<file path="src/rtl/irq_pkg.sv">
package irq_pkg;
  typedef enum logic {
    IRQ_PULSE = 1'b0,
    IRQ_LEVEL = 1'b1
  } irq_mode_e;
endpackage

</file>
<file path="src/rtl/ack_filter.sv">
// Two-flop synchronizer followed by a run-length qualifier.
// accept is a single-cycle pulse once the input has been high HOLD_CLKS clocks in a row.
module ack_filter #(
  parameter int HOLD_CLKS = 3
) (
  input  logic clk,
  input  logic rst,
  input  logic ack_in,
  output logic accept
);
  localparam int CW = $clog2(HOLD_CLKS + 1);

  logic          sync1, sync2;
  logic [CW-1:0] run;

  always_ff @(posedge clk) begin
    if (rst) begin
      sync1 <= 1'b0;
      sync2 <= 1'b0;
      run   <= '0;
    end else begin
      sync1 <= ack_in;
      sync2 <= sync1;
      if (!sync2)
        run <= '0;
      else if (run != CW'(HOLD_CLKS))
        run <= run + 1'b1;
    end
  end

  assign accept = sync2 && (run == CW'(HOLD_CLKS - 1));
endmodule

</file>
<file path="src/rtl/irq_line.sv">
// One active-low interrupt line. In pulse mode it is driven by a down counter;
// in level mode by a sticky flag. The output is registered.
module irq_line
  import irq_pkg::*;
#(
  parameter int PULSE_CLKS = 4
) (
  input  logic      clk,
  input  logic      rst,
  input  irq_mode_e mode,
  input  logic      fire,
  input  logic      ack_ok,
  input  logic      rd_clr,
  output logic      irq_n
);
  localparam int PW = $clog2(PULSE_CLKS + 1);

  logic [PW-1:0] cnt, cnt_nx;
  logic          lvl, lvl_nx;

  always_comb begin
    if (mode == IRQ_LEVEL) begin
      cnt_nx = '0;
      lvl_nx = fire | (lvl & ~ack_ok & ~rd_clr);
    end else begin
      lvl_nx = 1'b0;
      if (fire)
        cnt_nx = PW'(PULSE_CLKS);
      else if (cnt != '0)
        cnt_nx = cnt - 1'b1;
      else
        cnt_nx = '0;
    end
  end

  always_ff @(posedge clk) begin
    if (rst) begin
      cnt   <= '0;
      lvl   <= 1'b0;
      irq_n <= 1'b1;
    end else begin
      cnt   <= cnt_nx;
      lvl   <= lvl_nx;
      irq_n <= ~(lvl_nx | (cnt_nx != '0));
    end
  end
endmodule

</file>
<file path="src/rtl/event_log.sv">
// Circular history memory with a synchronous read port, so block RAM can be inferred.
module event_log #(
  parameter int EW    = 16,
  parameter int DEPTH = 16
) (
  input  logic                     clk,
  input  logic                     rst,
  input  logic                     wr_en,
  input  logic [EW-1:0]            wr_data,
  input  logic [$clog2(DEPTH)-1:0] rd_addr,
  output logic [EW-1:0]            rd_data,
  output logic [$clog2(DEPTH)-1:0] wptr
);
  localparam int AW = $clog2(DEPTH);

  logic [EW-1:0] mem [DEPTH];

  always_ff @(posedge clk) begin
    if (wr_en)
      mem[wptr] <= wr_data;
    rd_data <= mem[rd_addr];
  end

  always_ff @(posedge clk) begin
    if (rst)
      wptr <= '0;
    else if (wr_en)
      wptr <= (wptr == AW'(DEPTH - 1)) ? '0 : wptr + 1'b1;
  end
endmodule

</file>
<file path="src/rtl/irq_out_ctrl.sv">
module irq_out_ctrl
  import irq_pkg::*;
#(
  parameter int HW_W       = 8,
  parameter int MSG_W      = 8,
  parameter int PULSE_CLKS = 4,
  parameter int ACK_CLKS   = 3,
  parameter int LOG_DEPTH  = 16,
  parameter bit MERGED_ACK = 1'b0,
  localparam int PW        = HW_W + MSG_W,
  localparam int LOG_AW    = $clog2(LOG_DEPTH)
) (
  input  logic              clk,
  input  logic              rst,
  input  logic              level_mode,
  input  logic [HW_W-1:0]   hw_evt,
  input  logic [HW_W-1:0]   hw_en,
  input  logic [MSG_W-1:0]  msg_evt,
  input  logic [MSG_W-1:0]  msg_en,
  input  logic              ack_hw,
  input  logic              ack_msg,
  input  logic              pend_rd,
  output logic              irq_hw_n,
  output logic              irq_msg_n,
  output logic [PW-1:0]     pend_bits,
  input  logic [LOG_AW-1:0] log_raddr,
  output logic [PW-1:0]     log_rdata,
  output logic [LOG_AW-1:0] log_wptr
);
  irq_mode_e         mode;
  logic [HW_W-1:0]   hw_hit;
  logic [MSG_W-1:0]  msg_hit;
  logic [PW-1:0]     hits;
  logic              any_hit;
  logic              acc_hw, acc_msg;

  assign mode    = irq_mode_e'(level_mode);
  assign hw_hit  = hw_evt & hw_en;
  assign msg_hit = msg_evt & msg_en;
  assign hits    = {msg_hit, hw_hit};
  assign any_hit = |hits;

  // Pending register: a read clears it, and events of the same cycle are kept.
  always_ff @(posedge clk) begin
    if (rst)
      pend_bits <= '0;
    else if (pend_rd)
      pend_bits <= hits;
    else
      pend_bits <= pend_bits | hits;
  end

  generate
    if (MERGED_ACK) begin : g_ack_merged
      logic acc_any;
      ack_filter #(.HOLD_CLKS(ACK_CLKS)) u_ack (
        .clk(clk), .rst(rst), .ack_in(ack_hw | ack_msg), .accept(acc_any));
      assign acc_hw  = acc_any;
      assign acc_msg = acc_any;
    end else begin : g_ack_split
      ack_filter #(.HOLD_CLKS(ACK_CLKS)) u_ack_hw (
        .clk(clk), .rst(rst), .ack_in(ack_hw), .accept(acc_hw));
      ack_filter #(.HOLD_CLKS(ACK_CLKS)) u_ack_msg (
        .clk(clk), .rst(rst), .ack_in(ack_msg), .accept(acc_msg));
    end
  endgenerate

  irq_line #(.PULSE_CLKS(PULSE_CLKS)) u_line_hw (
    .clk(clk), .rst(rst), .mode(mode), .fire(|hw_hit),
    .ack_ok(acc_hw), .rd_clr(pend_rd), .irq_n(irq_hw_n));

  irq_line #(.PULSE_CLKS(PULSE_CLKS)) u_line_msg (
    .clk(clk), .rst(rst), .mode(mode), .fire(|msg_hit),
    .ack_ok(acc_msg), .rd_clr(pend_rd), .irq_n(irq_msg_n));

  event_log #(.EW(PW), .DEPTH(LOG_DEPTH)) u_log (
    .clk(clk), .rst(rst), .wr_en(any_hit), .wr_data(hits),
    .rd_addr(log_raddr), .rd_data(log_rdata), .wptr(log_wptr));
endmodule

</file>
<file path="config.mk">
export PLATFORM = sky130hd
export DESIGN_NAME = irq_out_ctrl
export DESIGN_NICKNAME = d
export VERILOG_FILES = /design/src/rtl/irq_pkg.sv /design/src/rtl/ack_filter.sv /design/src/rtl/irq_line.sv /design/src/rtl/event_log.sv /design/src/rtl/irq_out_ctrl.sv
export SDC_FILE = /design/constraint.sdc
export NUM_CORES = 1
export LEC_CHECK = 0
export BUFFER_PORTS_ARGS = -buffer_cell sky130_fd_sc_hd__buf_2
export CAP_MARGIN = 20
export CORE_MARGIN = 10
export CORE_UTILIZATION = 30
export DETAILED_ROUTE_END_ITERATION = 8
export HOLD_SLACK_MARGIN = 0.1
export PLACE_DENSITY_LB_ADDON = 0.1
export SLEW_MARGIN = 30
export SYNTH_ARGS = -nofsm -noshare
export SYNTH_HDL_FRONTEND = slang
export SYNTH_HIERARCHICAL = 1
export SYNTH_SLANG_ARGS = --single-unit
</file>
<file path="constraint.sdc">
create_clock -name clk -period 2.2 [get_ports clk]
set_input_delay 0.55 -clock clk [delete_from_list [all_inputs] [get_ports clk]]
set_output_delay 0.55 -clock clk [all_outputs]
set_load 0.05 [all_outputs]
</file>
* Word level (Yosys, flattened, before mapping)
Memories as Yosys holds them, arrays and structs flattened. A register that Yosys moved wholly into a read port is not among the register bits.
Index checks and enable logic that the tools add are counted.
** Cells by class
- $add $sub $neg :: 5
- Eq/ne operators :: 5
- Mux-type cells :: 12
- Bitwise logic cells :: 18
- Reductions and logical operators :: 11
** Operators with widths (number)
- $mux 3 :: 6
- $and 8x8->8 :: 2
- $mux 16 :: 1
- $or 16x16->16 :: 1
- $reduce_or 16->1 :: 1
- $reduce_or 8->1 :: 2
- $reduce_bool 3->1 :: 4
- $not 1->1 :: 7
- $sub 3x1->3 const B :: 2
- $add 2x1->2 const B :: 2
- $add 4x1->4 const B :: 1
- $and 1x1->1 :: 4
- $eq 2x2->1 const B :: 2
- $eq 4x4->1 const B :: 1
- $mux 1 :: 4
- $mux 4 :: 1
- $ne 2x2->1 const B :: 2
- $or 1x1->1 :: 4
- $reduce_or 2->1 :: 2
- $logic_and 1x1->1 :: 2
** Storage, ports and cells
- Bits in registers :: 38
- Bits in writable memories :: 256
- Bits of input ports :: 42
- Output and inout port bits :: 38
- Memories kept :: 1
** Memory list
- u_log.mem :: depth 16, width 16, read ports 1, clocked after memory_dff 1, wr ports 1, RTL line event_log.sv:16 : logic [EW-1:0] mem [DEPTH];

* Depth between registers and ports, before layout
Gate-level depths: netlist (run 1).
- Depth in word-level cells :: 9
- Mapped depth :: 7

* Cells and area by module
The synthesis (run 1) kept the hierarchy.
** By module, submodules not included
- event_log :: instances 1, cells each 455, area an instance 10272.4 µm², sequential area each 8087.8 µm²
- irq_out_ctrl :: instances 1, cells each 90, area an instance 701.9 µm², sequential area each 320.3 µm²
- irq_line :: instances 2, cells each 19, area an instance 185.2 µm², sequential area each 100.1 µm²
- ack_filter :: instances 2, cells each 16, area an instance 165.2 µm², sequential area each 80.1 µm²

* Worst setup path after synthesis (run 1)
No wires, ideal clock.
- Kind :: in2reg
- Start :: in hw_evt[3]
- End :: mem u_log.mem[3][0] (enable)
- Setup time :: 0.374 ns
- Arrival :: 1.922 ns
- Required time :: 1.826 ns
- Setup slack :: -0.095 ns
- Stages on the path :: 6
- Path buffers :: 1
- Cells stage by stage :: nand2_1 and4_1 nand4_1 clkbuf_1 nor3b_1 and2_1
** On the way
- Cells in the longest elaborated chain, start to end :: 4
** Ends and longest elaborated chain
- start: declaration :: RTL line irq_out_ctrl.sv:16 : input logic [HW_W-1:0] hw_evt,
- $and 8x8->8 :: RTL line irq_out_ctrl.sv:38 : assign hw_hit = hw_evt & hw_en;
- $reduce_or 16->1 :: RTL line irq_out_ctrl.sv:41 : assign any_hit = |hits;
- via any_hit :: RTL line irq_out_ctrl.sv:34 : logic any_hit;
- $mux 1 :: RTL line event_log.sv:19 : if (wr_en)
- $mux 1 (not written as such) :: RTL line event_log.sv:20 : mem[wptr] <= wr_data;
- end: declaration :: RTL line event_log.sv:16
The timed path passes the listed nets, and every way through them passes these cells.

* Final worst setup path (run 1)
- Start :: reg u_log.wptr[2]
- End :: out log_wptr[2]
** RTL lines
- start: declaration :: RTL line event_log.sv:12 : output logic [$clog2(DEPTH)-1:0] wptr
- start signal: assignment :: RTL line event_log.sv:28 : wptr <= (wptr == AW'(DEPTH - 1)) ? '0 : wptr + 1'b1;
- end: declaration :: RTL line irq_out_ctrl.sv:28 : output logic [LOG_AW-1:0] log_wptr
No word-level cell between the ends.

==> results.py, run 1 <==
metrics = {
    "setup_path": {
        "critPathRequiredTime_ps": 1650,
        "critPathMaxStageDelay_ps": 600,
        "endpoint_kind": "output pin",
        "crit_fanout": 8,
        "rr_startpoint": "u_log/wptr[0]",
        "worstPathArrival_ps": 1460,
        "path_cells": "buf_2",
        "r2r-end": "u_log/mem[15][11]",
        "cp-start-kind": "register",
        "critical_path_buf_inv_count": 1,
        "critical_path.top_delay_family": "flip-flops",
        "critical-path-slowest-cell": "dfxtp_1",
        "r2r_setup_slack_ps": 560,
        "reg2reg_depth": 3,
        "crit_path_start": "u_log/wptr[2]",
        "path_class": "reg2out",
    },
    "hold_path": {
        "hp-class": "in2reg",
        "hp-start": "ack_hw",
        "holdPathEnd": "g_ack_split.u_ack_hw/sync1",
        "hold_path_depth": 2,
    },
    "logic_synthesis": {
        "synth_top_family_by_area": "multiplexers",
        "syn_area_sq_um": 11700,
        "synth_area_leader_cell": "edfxtp_1",
        "syn_avg_cell_area_sq_um": 19.0,
        "synth_seq_cells": 310,
        "netlist.area_leader.share": 0.658,
        "ys.flop_type": "edfxtp_1",
        "synth_edf_count": 256,
        "synth_area_leaders": "edfxtp_1, mux4_2, dfxtp_1",
        "ys_seq_area_frac": 0.751,
        "synthMuxAreaShare": 0.127,
        "synth_fa_ha_area_frac": 0.00857,
        "synth_xor_area_frac": 0.00225,
        "syn_nets": 665,
        "synthCells": 615,
        "synthSimpleGateAreaFrac": 0.0540,
        "synth-compound-area-share": 0.0373,
        "yosysWarningCount": 6,
        "async_reset_ff_frac": 0,
        "yosysUniqueCellTypes": 39,
    },
    "detailed_routing": {
        "drt_iter0_drc": 421,
        "wl_met2_microns": 14000,
        "dr.pass1.iters": 4,
        "wl_microns": 30200,
        "routed.top_layer": "met4",
        "wl_met3_microns": 2070,
        "postRouteAntennaNets": 0,
        "wire_per_inst_microns": 22.9,
        "drc": 0,
        "drt-met1-wl_microns": 13700,
        "vias": 6088,
        "via_per_inst": 4.62,
    },
    "layout": {
        "final_nets": 826,
        "syn2layout_area_growth_pct": 24.6,
        "final_cell_area_sq_um": 14500,
        "antenna_cells": 0,
        "drive_gt1_frac": 0.344,
        "final_cell_mix": "edfxtp_1, buf_2, mux4_2",
        "final_common_cell": "edfxtp_1",
    },
    "placement": {
        "dp_hpwl_microns": 20100,
        "gp_congestion": 0.723,
        "pre_cts_ws_ps": -251,
        "port_buffers": 79,
        "placed_area_sq_um": 13400,
    },
    "sta": {
        "finalCritPeriodShare": 0.915,
        "hold_viol_final": 0,
        "fin_tns_setup_ps": 0,
        "rsz0062_at_grt": "no",
        "fmax_mhz": 497,
        "clock_skew_ps": 10.9,
        "post-route-min-period_ps": 2010,
        "worst_hold_slack_ps": 253,
        "slew_headroom": 0.378,
        "worst_slack_ps": 186,
        "worstMarginPinSlew_ps": 928,
        "slew_viol_final": 0,
        "finalSetupViolCount": 0,
    },
    "global_routing": {
        "grt_max_degree": 35,
        "overflow": 0,
        "track_usage": 0.128,
        "grt_antenna_before_repair": 0,
        "grt_pass1_vias": 6634,
        "grt_pass1_wl_microns": 44300,
    },
    "floorplanning": {
        "ios": 80,
        "dieArea_sq_um": 47200,
        "rows": 72,
        "die_w_microns": 217,
        "coreArea_sq_um": 38600,
        "start_util": 0.303,
        "die_h_microns": 217,
    },
    "power_and_ir_drop": {
        "netSwitchingPower_w": 0.00298,
        "p_per_area_nw_per_um2": 930,
        "p_leak_nw": 5.23,
        "p_int_w": 0.0105,
        "power.share.sequential": 0.489,
        "p_clk_frac": 0.428,
        "pwr-share-comb": 0.083,
        "vdd_drop_max_v": 0.000460,
        "p_sw_frac": 0.221,
    },
    "clock_network": {
        "cts_setup_buffers": 0,
        "cts_root_buf": "clkbuf_16",
        "path_clk_slew_ps": 60,
        "hold_buffers": 0,
        "cts_buffers": 36,
        "clk_latency_ps": 510,
        "cts_tree": "yes",
        "ctsHtreeMaxLevel": 2,
        "clock_sinks": 310,
        "cts_buffer_depth": 3,
        "cts_resized": 0,
    },
    "job": {
        "maxCapViolCount": 0,
    },
    "status": {
        "status": "finished clean",
    },
}
-- layout make-up --
cell class	instances	area [sq um]
Timing Repair Buffer	149	1200
Clock buffer	50	1020
Fill cell	3597	24000
Multi-Input combinational cell	257	2690
Tap cell	518	648
Sequential cell	310	8770
Inverter	22	82.6
Clock inverter	11	130
-- power groups by stage --
stage               sequential, W  clock, W  combinational (W)
floorplan                 0.00693         0           0.000437
global placement          0.00673         0            0.00114
detailed placement        0.00674         0            0.00115
CTS                       0.00662   0.00596            0.00115
global route              0.00663   0.00620            0.00120
finish                    0.00661   0.00579            0.00112
-- logic make-up after synthesis --
| family | count (synthesis) |
|---|---|
| xor gates and xnor gates | 3 |
| buffers and inverters | 48 |
| DFF | 310 |
| muxes | 65 |
| AOI/OAI and AO/OA | 64 |
| and+or+nand+nor | 117 |
| adders and majority gates | 8 |
-- how the worst max path moves through the flow --
stage / endpoint / cells after the start / slack (ps)
global route: log_wptr[2] / 1 / 130
finish: log_wptr[2] / 1 / 190
global placement: u_log/mem[3][14] / 8 / -200
CTS: log_wptr[2] / 1 / 140
detailed placement: u_log/mem[1][14] / 8 / -250
floorplan: u_log/mem[7][0] / 7 / 10
-- registers in the layout, summed over array words and instances, names as in the netlist --
name,cells
u_line_hw/lvl,1
u_log/mem,256
g_ack_split.u_ack_hw/sync1,1
pend_bits,16
g_ack_split.u_ack_msg/run,2
g_ack_split.u_ack_msg/sync2,1
g_ack_split.u_ack_msg/sync1,1
g_ack_split.u_ack_hw/run,2
u_line_msg/cnt,3
u_log/rd_data,16
u_line_msg/lvl,1
u_line_msg/irq_n,1
u_log/wptr,4
u_line_hw/irq_n,1
u_line_hw/cnt,3
g_ack_split.u_ack_hw/sync2,1
-- synthesized netlist by cell type, types with 3 or more instances --
cell type,instances
nor2b_1,6
mux4_2,56
inv_1,22
clkbuf_1,12
a21oi_1,20
buf_4,3
nand2_1,41
nor2_1,9
buf_1,3
ha_1,8
buf_6,5
mux4_1,8
and4_1,4
and2_1,19
edfxtp_1,256
a22oi_1,32
a211oi_1,3
a21oi_2,3
nand2b_1,20
dfxtp_1,54
xor2_1,3
-- stage by stage --
| stage | util | power, W | instances |
|---|---|---|---|
| 4_1_cts | 0.377 | 0.0137 | 1317 |
| 2_1_floorplan | - | 0.00736 | 615 |
| 6_report | 0.377 | 0.0135 | 1317 |
| 5_1_grt | 0.377 | 0.0140 | 1317 |
| 3_3_place_gp | 0.347 | 0.00786 | 1256 |
| 3_5_place_dp | 0.347 | 0.00788 | 1256 |
-- per-layer routing --
layer,global-route usage,vias up
li1,-,2759
met1,0.174,3112
met2,0.203,185
met3,0.0308,32
met4,0.0324,0
met5,0,-
Note: power is estimated with default switching activity, not from simulation.
==> run 2: changes to the inputs <==
--- a/config.mk
+++ b/config.mk
@@ -8,7 +8,7 @@
 export BUFFER_PORTS_ARGS = -buffer_cell sky130_fd_sc_hd__buf_2
 export CAP_MARGIN = 20
 export CORE_MARGIN = 10
-export CORE_UTILIZATION = 30
+export CORE_UTILIZATION = 54
 export DETAILED_ROUTE_END_ITERATION = 8
 export HOLD_SLACK_MARGIN = 0.1
 export PLACE_DENSITY_LB_ADDON = 0.1
@@ -17,3 +17,4 @@
 export SYNTH_HDL_FRONTEND = slang
 export SYNTH_HIERARCHICAL = 1
 export SYNTH_SLANG_ARGS = --single-unit
+export TNS_END_PERCENT = 5
==> results.py, run 2 (synthesized netlist as in run 1, its figures left out) <==
metrics = {
    "floorplanning": {
        "start_util": 0.552,
        "rows": 53,
        "die_w_microns": 167,
        "die_h_microns": 167,
        "dieArea_sq_um": 27900,
        "ios": 80,
        "coreArea_sq_um": 21200,
    },
    "detailed_routing": {
        "drt_iter0_drc": 397,
        "via_per_inst": 5.65,
        "postRouteAntennaNets": 0,
        "wl_microns": 24000,
        "dr.pass1.iters": 4,
        "wire_per_inst_microns": 22.9,
        "vias": 5917,
        "drc": 0,
    },
    "hold_path": {
        "hp-class": "in2reg",
    },
    "setup_path": {
        "cp-start-kind": "input port",
        "critPathRequiredTime_ps": 2390,
        "crit_end": "u_log/mem[3][12]",
        "critical_path.top_delay_family": "simple AND/OR/NAND/NOR gates",
        "reg2reg_depth": 2,
        "worstPathArrival_ps": 2110,
        "r2r_setup_slack_ps": 560,
        "critical-path-slowest-cell": "and2_2",
        "rr_startpoint": "u_log/wptr[0]",
        "critical_path_buf_inv_count": 1,
        "crit_path_start": "msg_evt[7]",
        "crit_fanout": 16,
        "r2r-end": "u_log/mem[3][12]",
        "crit_cells": 6,
        "critPathMaxStageDelay_ps": 480,
        "path_class": "in2reg",
        "path_cells": "buf_2 > nand2_1 > and4_1 > nand4_1 > nor3b_1 > and2_2",
        "endpoint_kind": "register",
    },
    "layout": {
        "largest_reg_flops": 256,
        "fill_cells": 1394,
        "antenna_cells": 0,
        "final_nets": 797,
        "final_cell_mix": "edfxtp_1, buf_2, mux4_2",
        "drive_gt1_frac": 0.310,
        "top_regs": "u_log/mem (256), pend_bits (16), u_log/rd_data (16)",
        "top_register": "u_log/mem",
        "final_common_cell": "edfxtp_1",
        "syn2layout_area_growth_pct": 18.9,
    },
    "clock_network": {
        "cts_resized": 0,
        "hold_buffers": 0,
        "clk_latency_ps": 550,
        "cts_buffers": 31,
        "clock_sinks": 310,
        "path_clk_slew_ps": 60,
        "cts_tree": "yes",
        "cts_root_buf": "clkbuf_16",
        "cts_setup_buffers": 0,
        "cts_buffer_depth": 3,
        "ctsHtreeMaxLevel": 1,
    },
    "sta": {
        "post-route-min-period_ps": 1920,
        "finalSetupViolCount": 0,
        "clock_skew_ps": 19.7,
        "rsz0062_at_grt": "no",
        "slew_viol_final": 0,
        "slew_headroom": 0.500,
        "worstMarginPinSlew_ps": 751,
        "fmax_mhz": 521,
        "worst_slack_ps": 280,
        "finalCritPeriodShare": 0.873,
        "hold_viol_final": 0,
    },
    "global_routing": {
        "grt_pass1_wl_microns": 37500,
        "track_usage": 0.171,
        "grt_pass1_vias": 6465,
        "grt_antenna_before_repair": 0,
        "overflow": 0,
        "grt_max_degree": 35,
    },
    "status": {
        "status": "finished clean",
    },
    "placement": {
        "gp_congestion": 0.816,
        "port_buffers": 79,
        "dp_hpwl_microns": 15900,
        "pre_cts_ws_ps": -202,
    },
    "power_and_ir_drop": {
        "vdd_drop_max_v": 0.000672,
        "p_per_area_nw_per_um2": 925,
        "power_w": 0.0128,
        "p_leak_nw": 5.02,
    },
    "job": {
        "maxCapViolCount": 0,
    },
}
-- run 2: changes by cell type in the layout (fill, tap and decap cells not counted), sizes merged --
cell and delta:
clkbuf -9, clkinvlp +3, bufinv +1, inv +1
buf -24, clkinv +1
-- run 2: where the power goes --
part / internal (W) / total [W] / switching (W)
sequential: 0.00655 / 0.00661 / 0.0000572
clock: 0.00314 / 0.00523 / 0.00209
combinational: 0.000356 / 0.000992 / 0.000636
total: 0.0100 / 0.0128 / 0.00279
-- run 2: worst register-to-register path: stages (launching register included) --
cell	delay, ps
dfxtp_1	460
ha_1	370
and2_2	470
-- run 2: stage by stage --
step / TNS (ps) / hold slack (ps) / std cells / utilization / area [sq um]
5_1_grt: 0 / 241 / 1047 / 0.656 / 13900
3_5_place_dp: -21150 / 430 / 989 / 0.607 / 12800
4_1_cts: 0 / 211 / 1047 / 0.656 / 13900
3_3_place_gp: -14940 / 420 / 989 / 0.607 / 12800
6_report: 0 / 227 / 1047 / 0.656 / 13900
2_1_floorplan: -5900 / 414 / 615 / - / 11700
-- run 2: area by class of cell --
type	instances	area [sq um]	area share
clock inverter	17	199	0.0143
sequential	310	8770	0.632
multi-input combinational	257	2680	0.193
tap	275	344	0.0248
timing repair buffer	125	968	0.0698
clock buffer	41	833	0.0601
inverter	22	82.6	0.00595
-- run 2: worst min-delay path by stage --
stage,from,end,slack [ps],cells after the start
finish,ack_msg,g_ack_split.u_ack_msg/sync1,230,2
global route,ack_hw,g_ack_split.u_ack_hw/sync1,240,2
CTS,ack_msg,g_ack_split.u_ack_msg/sync1,210,2
detailed placement,g_ack_split.u_ack_msg/sync1,g_ack_split.u_ack_msg/sync2,430,1
global placement,g_ack_split.u_ack_hw/sync1,g_ack_split.u_ack_hw/sync2,420,1
floorplan,g_ack_split.u_ack_hw/sync1,g_ack_split.u_ack_hw/sync2,410,1
-- run 2: routing by layer --
layer | vias to the layer above | track usage | wire, microns
met1 | 2996 | 0.237 | 10500
met2 | 204 | 0.273 | 11600
met3 | 21 | 0.0398 | 1670
li1 | 2696 | - | -
met4 | 0 | 0.0340 | 239
met5 | - | 0 | 0
==> run 3: changes to the inputs <==
--- a/config.mk
+++ b/config.mk
@@ -7,7 +7,6 @@
 export LEC_CHECK = 0
 export BUFFER_PORTS_ARGS = -buffer_cell sky130_fd_sc_hd__buf_2
 export CAP_MARGIN = 20
-export CORE_MARGIN = 10
 export CORE_UTILIZATION = 54
 export DETAILED_ROUTE_END_ITERATION = 8
 export HOLD_SLACK_MARGIN = 0.1
==> results.py, run 3 (synthesized netlist as in run 1, its figures left out) <==
metrics = {
    "sta": {
        "worst_hold_slack_ps": 281,
        "worst_slack_ps": 317,
        "worstMarginPinSlew_ps": 819,
        "hold_viol_final": 0,
        "fin_tns_setup_ps": 0,
        "clock_skew_ps": 10.9,
        "slew_headroom": 0.454,
        "rsz0062_at_grt": "no",
        "post-route-min-period_ps": 1880,
        "finalSetupViolCount": 0,
        "fmax_mhz": 531,
        "finalCritPeriodShare": 0.856,
        "slew_viol_final": 0,
    },
    "detailed_routing": {
        "drt_iter0_drc": 382,
        "postRouteAntennaNets": 0,
        "via_per_inst": 5.79,
        "wl_microns": 23700,
        "wire_per_inst_microns": 22.8,
        "dr.pass1.iters": 4,
        "drc": 0,
        "vias": 6015,
    },
    "floorplanning": {
        "ios": 80,
        "rows": 53,
        "die_w_microns": 149,
        "die_h_microns": 149,
        "dieArea_sq_um": 22200,
        "coreArea_sq_um": 21100,
        "start_util": 0.554,
    },
    "global_routing": {
        "track_usage": 0.227,
        "grt_max_degree": 35,
        "grt_antenna_before_repair": 1,
        "grt_pass1_vias": 6205,
        "grt_pass1_wl_microns": 36500,
        "overflow": 0,
    },
    "layout": {
        "largest_reg_flops": 256,
        "final_common_cell": "edfxtp_1",
        "antenna_cells": 0,
        "drive_gt1_frac": 0.295,
        "syn2layout_area_growth_pct": 19.7,
        "final_nets": 789,
        "finish.utilization": 0.663,
        "top_register": "u_log/mem",
        "final_cell_mix": "edfxtp_1, buf_2, mux4_2",
        "top_regs": "u_log/mem (256), pend_bits (16), u_log/rd_data (16)",
    },
    "hold_path": {
        "hp-class": "in2reg",
    },
    "setup_path": {
        "critPathMaxStageDelay_ps": 500,
        "critical-path-slowest-cell": "dfxtp_1",
        "crit_fanout": 8,
        "critical_path_buf_inv_count": 1,
        "critPathRequiredTime_ps": 1650,
        "path_cells": "buf_2",
        "endpoint_kind": "output pin",
        "critical_path.top_delay_family": "flip-flops",
        "path_class": "reg2out",
        "worstPathArrival_ps": 1330,
        "cp-start-kind": "register",
    },
    "clock_network": {
        "cts_buffer_depth": 3,
        "cts_setup_buffers": 0,
        "cts_tree": "yes",
        "cts_root_buf": "clkbuf_16",
        "clk_latency_ps": 500,
        "path_clk_slew_ps": 60,
        "ctsHtreeMaxLevel": 2,
        "cts_resized": 0,
        "cts_buffers": 34,
        "clock_sinks": 310,
        "hold_buffers": 0,
    },
    "power_and_ir_drop": {
        "power_w": 0.0134,
        "p_leak_nw": 5.05,
        "p_per_area_nw_per_um2": 962,
        "vdd_drop_max_v": 0.000645,
    },
    "status": {
        "status": "finished clean",
    },
    "placement": {
        "port_buffers": 79,
        "dp_hpwl_microns": 14900,
        "gp_congestion": 0.783,
        "pre_cts_ws_ps": -11.8,
    },
    "job": {
        "maxCapViolCount": 0,
    },
}
==> run 3: cell types whose count changed in the layout (fill, tap and decap cells not counted), sizes merged <==
cell	change
clkinvlp	-2
inv	-1
bufinv	+1
clkinv	-1
clkbuf	+6
buf	-11
==> run 3: area by class of cell <==
type                            count  area (sq um)
Multi-Input combinational cell    257          2680
Clock buffer                       47           973
Tap cell                          275           344
Clock inverter                     14           196
Sequential cell                   310          8770
Timing Repair Buffer              114           936
Inverter                           22          82.6
Fill cell                        1446          7110
==> run 3: metal layers <==
metal  part of all wire  up-vias  track usage
met4              0.022        0       0.0745
met1               0.44     3069        0.318
met2               0.48      218        0.368
met3              0.056       40       0.0336
li1                   -     2688            -
met5                  0        -            0
==> run 3: worst paths after layout <==
path / slack (ps) / depth (start not counted) / start / to
worst max-delay path: 320 / 1 / u_log/wptr[2] / log_wptr[2]
worst min-delay path: 280 / 2 / ack_hw / g_ack_split.u_ack_hw/sync1
worst max register to register: 580 / 5 / g_ack_split.u_ack_msg/run[0] / u_line_msg/irq_n
worst min register to register: 440 / 1 / g_ack_split.u_ack_msg/sync1 / g_ack_split.u_ack_msg/sync2
==> run 3: per-stage QoR <==
stage,cells,cell area [sq um]
4_1_cts,1039,14000
3_3_place_gp,978,12800
6_report,1039,14000
5_1_grt,1039,14000
3_5_place_dp,978,12800
2_1_floorplan,615,11700
==> run 3: where the power goes <==
part / switching [W] / total, W / internal [W]
Combinational: 0.000635 / 0.000987 / 0.000352
Clock: 0.00216 / 0.00585 / 0.00369
Sequential: 0.0000582 / 0.00661 / 0.00656
Total: 0.00286 / 0.0134 / 0.0106
